[src/rtl/dmagate_pkg.sv]
`timescale 1ns/1ps
package dmagate_pkg;

    typedef enum logic [1:0] {
        MODE_AUTO      = 2'd0,
        MODE_EXT_LEVEL = 2'd1,
        MODE_EXT_EDGE  = 2'd2,
        MODE_PERIPH    = 2'd3
    } req_mode_e;

    localparam int NFLAG        = 3;
    localparam int FLG_TE       = 0;
    localparam int FLG_NMI      = 1;
    localparam int FLG_AE       = 2;
    localparam int REG_EN_BIT   = 0;
    localparam int REG_FLAG_LSB = 1;
    localparam int REG_W        = REG_FLAG_LSB + NFLAG;

    typedef logic [NFLAG-1:0] flag_vec_t;

    typedef struct packed {
        logic             rd;
        logic             wr;
        logic [REG_W-1:0] wdata;
    } reg_req_t;

    // Which flags stop a transfer in the given mode.
    function automatic flag_vec_t blocking_flags(req_mode_e m, logic mask_te);
        flag_vec_t v;
        v = '1;
        if ((m == MODE_EXT_LEVEL || m == MODE_PERIPH) && mask_te)
            v[FLG_TE] = 1'b0;
        return v;
    endfunction

endpackage

[src/rtl/dmagate_flag_cell.sv]
`timescale 1ns/1ps
module dmagate_flag_cell (
    input  logic clk,
    input  logic rst,
    input  logic set_i,
    input  logic rd_i,
    input  logic wr_i,
    input  logic wbit_i,
    output logic flag_o
);
    logic flag_q;
    logic armed_q;
    logic clr_req;

    assign clr_req = wr_i & ~wbit_i & armed_q;

    always_ff @(posedge clk) begin
        if (rst) begin
            flag_q  <= 1'b0;
            armed_q <= 1'b0;
        end else begin
            // a set event beats a clearing write
            flag_q <= set_i | (flag_q & ~clr_req);
            if (wr_i)
                armed_q <= 1'b0;
            else if (rd_i && (flag_q || set_i))
                armed_q <= 1'b1;
        end
    end

    assign flag_o = flag_q;
endmodule

[src/rtl/dmagate_req_front.sv]
`timescale 1ns/1ps
module dmagate_req_front #(
    parameter int SYNC_STAGES = 2
) (
    input  logic clk,
    input  logic rst,
    input  logic async_i,
    input  logic pol_i,
    input  logic chan_en_i,
    input  logic consume_i,
    output logic level_o,
    output logic pend_o
);
    logic [SYNC_STAGES-1:0] chain_q;
    logic                   prev_q;
    logic                   pend_q;
    logic                   synced;
    logic                   edge_hit;

    assign synced   = chain_q[SYNC_STAGES-1];
    assign edge_hit = pol_i ? (synced & ~prev_q) : (~synced & prev_q);

    always_ff @(posedge clk) begin
        if (rst) begin
            chain_q <= '0;
            prev_q  <= 1'b0;
            pend_q  <= 1'b0;
        end else begin
            chain_q <= {chain_q[SYNC_STAGES-2:0], async_i};
            prev_q  <= synced;
            pend_q  <= chan_en_i & (edge_hit | (pend_q & ~consume_i));
        end
    end

    assign level_o = (synced == pol_i);
    assign pend_o  = pend_q;
endmodule

[src/rtl/dmagate_eval.sv]
`timescale 1ns/1ps
module dmagate_eval
    import dmagate_pkg::*;
(
    input  req_mode_e mode_i,
    input  logic      te_mask_i,
    input  flag_vec_t flags_i,
    input  logic      chan_en_i,
    input  logic      master_en_i,
    input  logic      active_i,
    input  logic      level_req_i,
    input  logic      pend_req_i,
    input  logic      periph_req_i,
    input  logic      term_i,
    output logic      permit_o,
    output logic      consume_o
);
    logic blocked;
    logic req_now;

    always_comb begin
        blocked = |(flags_i & blocking_flags(mode_i, te_mask_i));
        unique case (mode_i)
            MODE_AUTO:      req_now = 1'b1;
            MODE_EXT_LEVEL: req_now = level_req_i;
            MODE_EXT_EDGE:  req_now = pend_req_i;
            MODE_PERIPH:    req_now = periph_req_i;
            default:        req_now = 1'b0;
        endcase
        permit_o  = chan_en_i & master_en_i & ~blocked & ~term_i
                  & (active_i | req_now);
        consume_o = permit_o & ~active_i & (mode_i == MODE_EXT_EDGE);
    end
endmodule

[src/rtl/dma_start_gate.sv]
`timescale 1ns/1ps
module dma_start_gate
    import dmagate_pkg::*;
#(
    parameter int SYNC_STAGES = 2
) (
    input  logic             clk,
    input  logic             rst,
    input  logic             reg_rd,
    input  logic             reg_wr,
    input  logic [REG_W-1:0] reg_wdata,
    output logic [REG_W-1:0] reg_rdata,
    input  logic             master_en,
    input  logic             te_mask,
    input  logic [1:0]       req_mode,
    input  logic             req_pol,
    input  logic             ext_req_async,
    input  logic             periph_req,
    input  logic             term_count,
    input  logic             nmi_event,
    input  logic             addr_err_event,
    output logic             xfer_ok,
    output logic             xfer_active
);
    reg_req_t  bus;
    req_mode_e mode;
    flag_vec_t flags;
    flag_vec_t set_ev;
    logic      en_q;
    logic      active_q;
    logic      level_req;
    logic      pend_req;
    logic      permit;
    logic      consume;

    assign bus.rd    = reg_rd;
    assign bus.wr    = reg_wr;
    assign bus.wdata = reg_wdata;
    assign mode      = req_mode_e'(req_mode);

    always_comb begin
        set_ev          = '0;
        set_ev[FLG_TE]  = term_count;
        set_ev[FLG_NMI] = nmi_event;
        set_ev[FLG_AE]  = addr_err_event;
    end

    for (genvar i = 0; i < NFLAG; i++) begin : g_flag
        dmagate_flag_cell u_cell (
            .clk    (clk),
            .rst    (rst),
            .set_i  (set_ev[i]),
            .rd_i   (bus.rd),
            .wr_i   (bus.wr),
            .wbit_i (bus.wdata[REG_FLAG_LSB+i]),
            .flag_o (flags[i])
        );
    end

    always_ff @(posedge clk) begin
        if (rst) begin
            en_q     <= 1'b0;
            active_q <= 1'b0;
        end else begin
            if (bus.wr)
                en_q <= bus.wdata[REG_EN_BIT];
            active_q <= permit;
        end
    end

    dmagate_req_front #(.SYNC_STAGES(SYNC_STAGES)) u_front (
        .clk       (clk),
        .rst       (rst),
        .async_i   (ext_req_async),
        .pol_i     (req_pol),
        .chan_en_i (en_q),
        .consume_i (consume),
        .level_o   (level_req),
        .pend_o    (pend_req)
    );

    dmagate_eval u_eval (
        .mode_i       (mode),
        .te_mask_i    (te_mask),
        .flags_i      (flags),
        .chan_en_i    (en_q),
        .master_en_i  (master_en),
        .active_i     (active_q),
        .level_req_i  (level_req),
        .pend_req_i   (pend_req),
        .periph_req_i (periph_req),
        .term_i       (term_count),
        .permit_o     (permit),
        .consume_o    (consume)
    );

    always_comb begin
        reg_rdata                                   = '0;
        reg_rdata[REG_EN_BIT]                       = en_q;
        reg_rdata[REG_FLAG_LSB +: NFLAG]            = flags;
    end

    assign xfer_ok     = permit;
    assign xfer_active = active_q;
endmodule

[config.mk]
export PLATFORM = sky130hd
export DESIGN_NAME = dma_start_gate
export DESIGN_NICKNAME = d
export VERILOG_FILES = /design/src/rtl/dmagate_pkg.sv /design/src/rtl/dmagate_flag_cell.sv /design/src/rtl/dmagate_req_front.sv /design/src/rtl/dmagate_eval.sv /design/src/rtl/dma_start_gate.sv
export SDC_FILE = /design/constraint.sdc
export NUM_CORES = 1
export LEC_CHECK = 0
export BUFFER_PORTS_ARGS = -buffer_cell sky130_fd_sc_hd__buf_2
export CORE_MARGIN = 1.5
export CORE_UTILIZATION = 38
export DETAILED_ROUTE_END_ITERATION = 7
export PLACE_DENSITY_LB_ADDON = 0.12
export SLEW_MARGIN = 20
export SYNTH_ARGS = -nofsm -noshare
export SYNTH_HDL_FRONTEND = slang
export SYNTH_HIERARCHICAL = 1
export SYNTH_SLANG_ARGS = --single-unit
[constraint.sdc]
create_clock -name clk -period 1.35 [get_ports clk]
set_clock_uncertainty 0.2 [all_clocks]
set_input_delay 0.135 -clock clk [delete_from_list [all_inputs] [get_ports clk]]
set_output_delay 0.135 -clock clk [all_outputs]
set_load 0.01 [all_outputs]
==> flow_metrics.tcl, run 1 <==
set metrics [dict create \
    die-area_mm2 0.001554 \
    nFillCells 95 \
    cts_buffers 3 \
    cts-root-buf "clkbuf_4" \
    yosys.area.top_type "dfxtp_1" \
    fmax_ghz 0.6037 \
    pin_count 24 \
    portBuffers 23 \
    rsz0062_at_grt "true" \
    synth_cell_type_count 19 \
    period_share 1.227 \
    area_growth_pct 70.72 \
    ys_seq_elements 12 \
    fin_util 0.7350 \
    synth_top_area_frac 0.4764 \
    synthCells 53 \
    h-tree-depth 1 \
    vdd_drop_max_v 0.0005882 \
    antenna_left 0 \
    met1_usage 0.2302 \
    crit_type "reg2out" \
    max_cap_viol_count 0 \
    worst_pin_slew_ps 275.5 \
    grt_util_met2 0.3361 \
    syn-cell-area_um2 504.2 \
    seqCellArea_um2 241.5 \
    hold_viol 0 \
    failed_checks "negative setup slack" \
    cts.path.max_buffers 2 \
    nNetsFinal 117 \
    setup-violations-final 3 \
    cp.arrival_ps 1320 \
    cts_sinks 12 \
    synth_area_per_cell_um2 9.514 \
    relSlewSlack 0.8146 \
    final.setup.worst_slack_ps -306.6 \
    die_x_um 39.43 \
    via_per_inst 4.929 \
    overflow 0 \
    synth_nets 71 \
    wl_mm 1.297 \
    grt_pass1_vias 498 \
    synth.yosys.seq_area_share 0.4764 \
    gp_congestion 0.6511 \
    status "finished with violations" \
    hpwl_um 879.2 \
    top_usage_layer "met2" \
    die_y_um 39.43 \
    cts_tree "done" \
    coreArea_mm2 0.001171 \
    avgRoutedWirePerCell_um 11.58 \
    yosysMostFrequentCell "dfxtp_1" \
    antenna_cells 0 \
    grt_antenna_before_repair 0 \
    worst_hold_slack_ps 5.165 \
    grt_max_degree 13 \
    cellPowerDensity_mw_per_mm2 939.1 \
    synth_edf_count 0 \
    clk_transition_reported_paths_ps 90 \
    multi_input_area_um2 271.5 \
    synth_common_cells "dfxtp_1 (12), nor2_1 (7), nor3_1 (6)" \
    first_pass_iters 4 \
    synth_async_sr_flop_share 0 \
    rows 12 \
    cp-start-kind "flop" \
    start_util 0.4306 \
    cp_data_required_time_ps 1010 \
    synth.area.top_cells "dfxtp_1 (48%), nor3_1 (6.0%), nor4bb_1 (6.0%)" \
    endpoint_kind "output pin" \
    clk-insertion-delay-late_ps 270 \
    met3_usage 0.05114 \
    preCtsSetupSlack_ps -34.05 \
    drc 0 \
    yosysWarnings 6 \
    drtIter0Drc 9 \
    grt_first_pass_wirelength_mm 1.994 \
    min_period_ps 1657 \
    synth_ff_type "dfxtp_1" \
    p_leak_uw 0.0003967 \
    vias 552 \
    drive_gt1_frac 0.3980 \
    track_usage 0.1972 \
    cp_max_fo 2 \
    report.final.slew_viol_count 0 \
    min_path_type "in2reg" \
]
[repair_timing]
action / 4_1_cts / 5_1_grt
hold buffers: 12 / 0
setup buffers: 1 / 1
setup endpoints to repair: 3 / 4
endpoints found under the hold margin: 12 / 0
gates resized for setup: 2 / 3
pin swaps: 1 / 1
[layout by cell type (no fill, tap or decap)]
cell type and instances:
nor4bb_2 1, nor3_1 6, buf_4 7, clkbuf_4 3
nor4_2 1, nand3b_1 2, nand2b_1 1, nor4_1 3
nand2_1 2, a21oi_1 1, nor4bb_1 2, buf_2 23
or3b_1 1, nor2_1 7, a311oi_1 1, xnor2_1 1
clkbuf_8 1, dfxtp_2 1, dfxtp_1 11, inv_1 1
dlygate4sd3_1 11, and3_1 2, dlymetal6s4s_1 1, mux2i_1 2
nor2b_1 4, nor4b_2 2
[sequential cells by signal, summed over array words and instances, names as in the netlist]
signal                 cells
en_q                       1
u_front/prev_q             1
u_front/pend_o             1
g_flag.u_cell/armed_q      3
u_front/chain_q            2
g_flag.u_cell/flag_o       3
xfer_active                1
[report_power, final]
part	internal, µW	leakage, µW	switching, µW
combinational	83.5	0.000277	56.8
sequential	370	0.0000992	9.75
clock	164	0.0000210	124
[metal layers]
metal  part of all wire  wire length [µm]
met1               0.46               599
met2               0.48               620
met3              0.051                66
met4             0.0077                10
met5                  0                 0
[cells by family after synthesis]
kind of cell | synth area share
AND/OR/NAND/NOR | 0.4169
flip-flops | 0.4764
AO/OA/AOI/OAI | 0.02729
multiplexers | 0.03970
buffers and inverters | 0.02233
XOR/XNOR | 0.01737
[critical path, cell delays in order, from the launching register on]
cell and delay (ps):
dfxtp_2 330, xnor2_1 120, nor4b_2 260, a21oi_1 50
and3_1 150, buf_2 140
[per-stage QoR]
stage / total power (µW) / instance area, µm² / std cells / TNS [ps]
after detailed placement: 494.8 / 666.9 / 94 / -54.66
after CTS: 809.8 / 838.3 / 111 / -533.0
after global placement: 493.1 / 666.9 / 94 / -53.66
final: 808.4 / 860.8 / 112 / -552.3
after global routing: 847.6 / 860.8 / 112 / -781.7
after floorplan: 430.9 / 504.2 / 53 / 0
[worst paths after layout]
path,from,endpoint,slack [ps],depth (start not counted)
worst max-delay path,u_front/chain_q[1],xfer_ok,-310,5
worst min-delay path,term_count,g_flag[0].u_cell/armed_q,5,3
worst max register to register,u_front/chain_q[1],xfer_active,-240,7
worst min register to register,u_front/chain_q[0],u_front/chain_q[1],240,1
[area by class of cell]
class,instances,area share
Tap cell,14,0.02035
Multi-Input combinational cell,39,0.3154
Inverter,1,0.004360
Sequential cell,12,0.2805
Timing Repair Buffer,42,0.3372
Clock buffer,4,0.04215
Power figures use the tool's default switching activity.
==> run 2: changes to the inputs <==
--- a/config.mk
+++ b/config.mk
@@ -9,7 +9,7 @@
 export CORE_MARGIN = 1.5
 export CORE_UTILIZATION = 38
 export DETAILED_ROUTE_END_ITERATION = 7
-export PLACE_DENSITY_LB_ADDON = 0.12
+export PLACE_DENSITY = 0.69
 export SLEW_MARGIN = 20
 export SYNTH_ARGS = -nofsm -noshare
 export SYNTH_HDL_FRONTEND = slang
==> run 2 against run 1 <==
Compared with the run above: worst hold slack gained 20 ps; critical path depth is the same; largest power group unchanged; sequential share of layout area grew 0.15 points; routed wire length is 5.7% higher; largest cell class is now multi-input combinational cells; die area is the same; the flow still finishes with violations (negative setup slack); clock-buffer cell count is the same; register-to-register slack improved by 230 ps; core utilization is the same; highest routed layer unchanged; critical endpoint unchanged.
==> flow_metrics.tcl, run 2 (synthesis results as in run 1) <==
set metrics [dict create \
    wl_mm 1.371 \
    cp.arrival_ps 1340 \
    drtIter0Drc 11 \
    pin_count 24 \
    h-tree-depth 1 \
    report.final.slew_viol_count 0 \
    status "finished with violations" \
    hpwl_um 850.4 \
    worst_pin_slew_ps 268.9 \
    p_leak_uw 0.0003915 \
    cts_buffers 3 \
    endpoint_kind "output pin" \
    cp-start-kind "flop" \
    layout_commonest_cell "buf_2" \
    tns_ps -336.4 \
    fin_cells 110 \
    rsz0062_at_grt "true" \
    fmax_ghz 0.5986 \
    cp_max_fo 2 \
    drc 0 \
    placed_area_um2 666.9 \
    cellPowerDensity_mw_per_mm2 936.5 \
    final.setup.worst_slack_ps -320.5 \
    postCtsSetupBuffers 0 \
    portBuffers 23 \
    area_growth_pct 70.72 \
    vdd_drop_max_v 0.0006369 \
    clk-insertion-delay-late_ps 270 \
    worst_hold_slack_ps 25.30 \
    cts.path.max_buffers 2 \
    slowest_stage "dfxtp_2" \
    die_x_um 39.43 \
    grt_antenna_before_repair 0 \
    power_uw 806.2 \
    track_usage 0.2246 \
    start_util 0.4306 \
    via_per_inst 5.145 \
    antenna_left 0 \
    rows 12 \
    failed_checks "negative setup slack" \
    cts_tree "done" \
    vias 566 \
    nNetsFinal 115 \
    path_cells "xnor2_2, nor4b_2, a21oi_1, and3_1, buf_2" \
    cts-root-buf "clkbuf_4" \
    multi_input_area_um2 285.3 \
    cp_data_required_time_ps 1010 \
    die-area_mm2 0.001554 \
    slowest_delay_ps 340 \
    die_y_um 39.43 \
    drive_gt1_frac 0.4167 \
    avgRoutedWirePerCell_um 12.46 \
    first_pass_iters 4 \
    hold_viol 0 \
    nFillCells 96 \
    relSlewSlack 0.8192 \
    cts_sinks 12 \
    grt_first_pass_wirelength_mm 2.194 \
    period_share 1.237 \
    coreArea_mm2 0.001171 \
    dp.cells 94 \
    gp_congestion 0.6746 \
    grt_pass1_vias 521 \
    final_cell_mix "buf_2 (23), dlygate4sd3_1 (11), dfxtp_1 (10)" \
    crit_type "reg2out" \
    seqCellArea_um2 242.7 \
    grt_max_degree 13 \
    postLayoutCellArea_um2 860.8 \
    antenna_cells 0 \
    min_period_ps 1670 \
    overflow 0 \
    min_path_type "in2reg" \
    setup-violations-final 3 \
    max_cap_viol_count 0 \
    clk_transition_reported_paths_ps 70 \
]
-- run 2: cell types whose count changed in the layout (fill, tap and decap cells not counted) --
cell,previous run,this run
xnor2_2,0,1
a311oi_2,0,1
dfxtp_2,1,2
xnor2_1,1,0
a311oi_1,1,0
dfxtp_1,11,10
buf_4,7,5
-- run 2: path summary, 6_finish.rpt --
path,startpoint,end,slack [ps],depth (start not counted)
max,u_front/chain_q[1],xfer_ok,-320,5
min,term_count,g_flag[0].u_cell/armed_q,30,3
max reg2reg,u_front/chain_q[1],xfer_active,-10,5
min reg2reg,u_front/chain_q[0],u_front/chain_q[1],260,1
-- run 2: metal layers --
layer | GRT usage | routed length [µm] | vias up
met4 | 0.1034 | 12 | 0
met5 | 0 | 0 | -
met1 | 0.2207 | 593 | 264
met2 | 0.4057 | 713 | 16
li1 | - | - | 284
met3 | 0.08523 | 52 | 2
-- run 2: area by class of cell --
cell class,instances,share of cell area
repair buffers,40,0.3198
well taps,14,0.02035
flip-flops and latches,12,0.2820
inverters,1,0.004360
multi-input cells,39,0.3314
clock buffers,4,0.04215
-- run 2: timing repair --
action                                 CTS  global route
setup endpoints to repair                2             4
pin swaps                                0             2
resized for setup                        2             6
hold buffers                            12             0
endpoints found under the hold margin   12             0
-- run 2: stage by stage --
| step | utilization | worst slack [ps] |
|---|---|---|
| 2_1_floorplan | - | 8.220 |
| 3_3_place_gp | 0.5694 | -9.284 |
| 3_5_place_dp | 0.5694 | -11.30 |
| 4_1_cts | 0.7094 | -308.3 |
| 5_1_grt | 0.7350 | -364.6 |
| 6_report | 0.7350 | -320.5 |
-- run 2: critical path, delay by kind of cell, from the launching register on --
family / cells / cell delay, ps
flip-flops: 1 / 340
AND/OR/NAND/NOR: 2 / 410
buffers and inverters: 1 / 130
AO/OA/AOI/OAI: 1 / 60
XOR/XNOR: 1 / 130
-- run 2: where the power goes --
part           switching (µW)  internal, µW  leakage, µW
sequential               11.2           370    0.0000997
clock                     118           164    0.0000210
combinational            58.6          84.7     0.000271
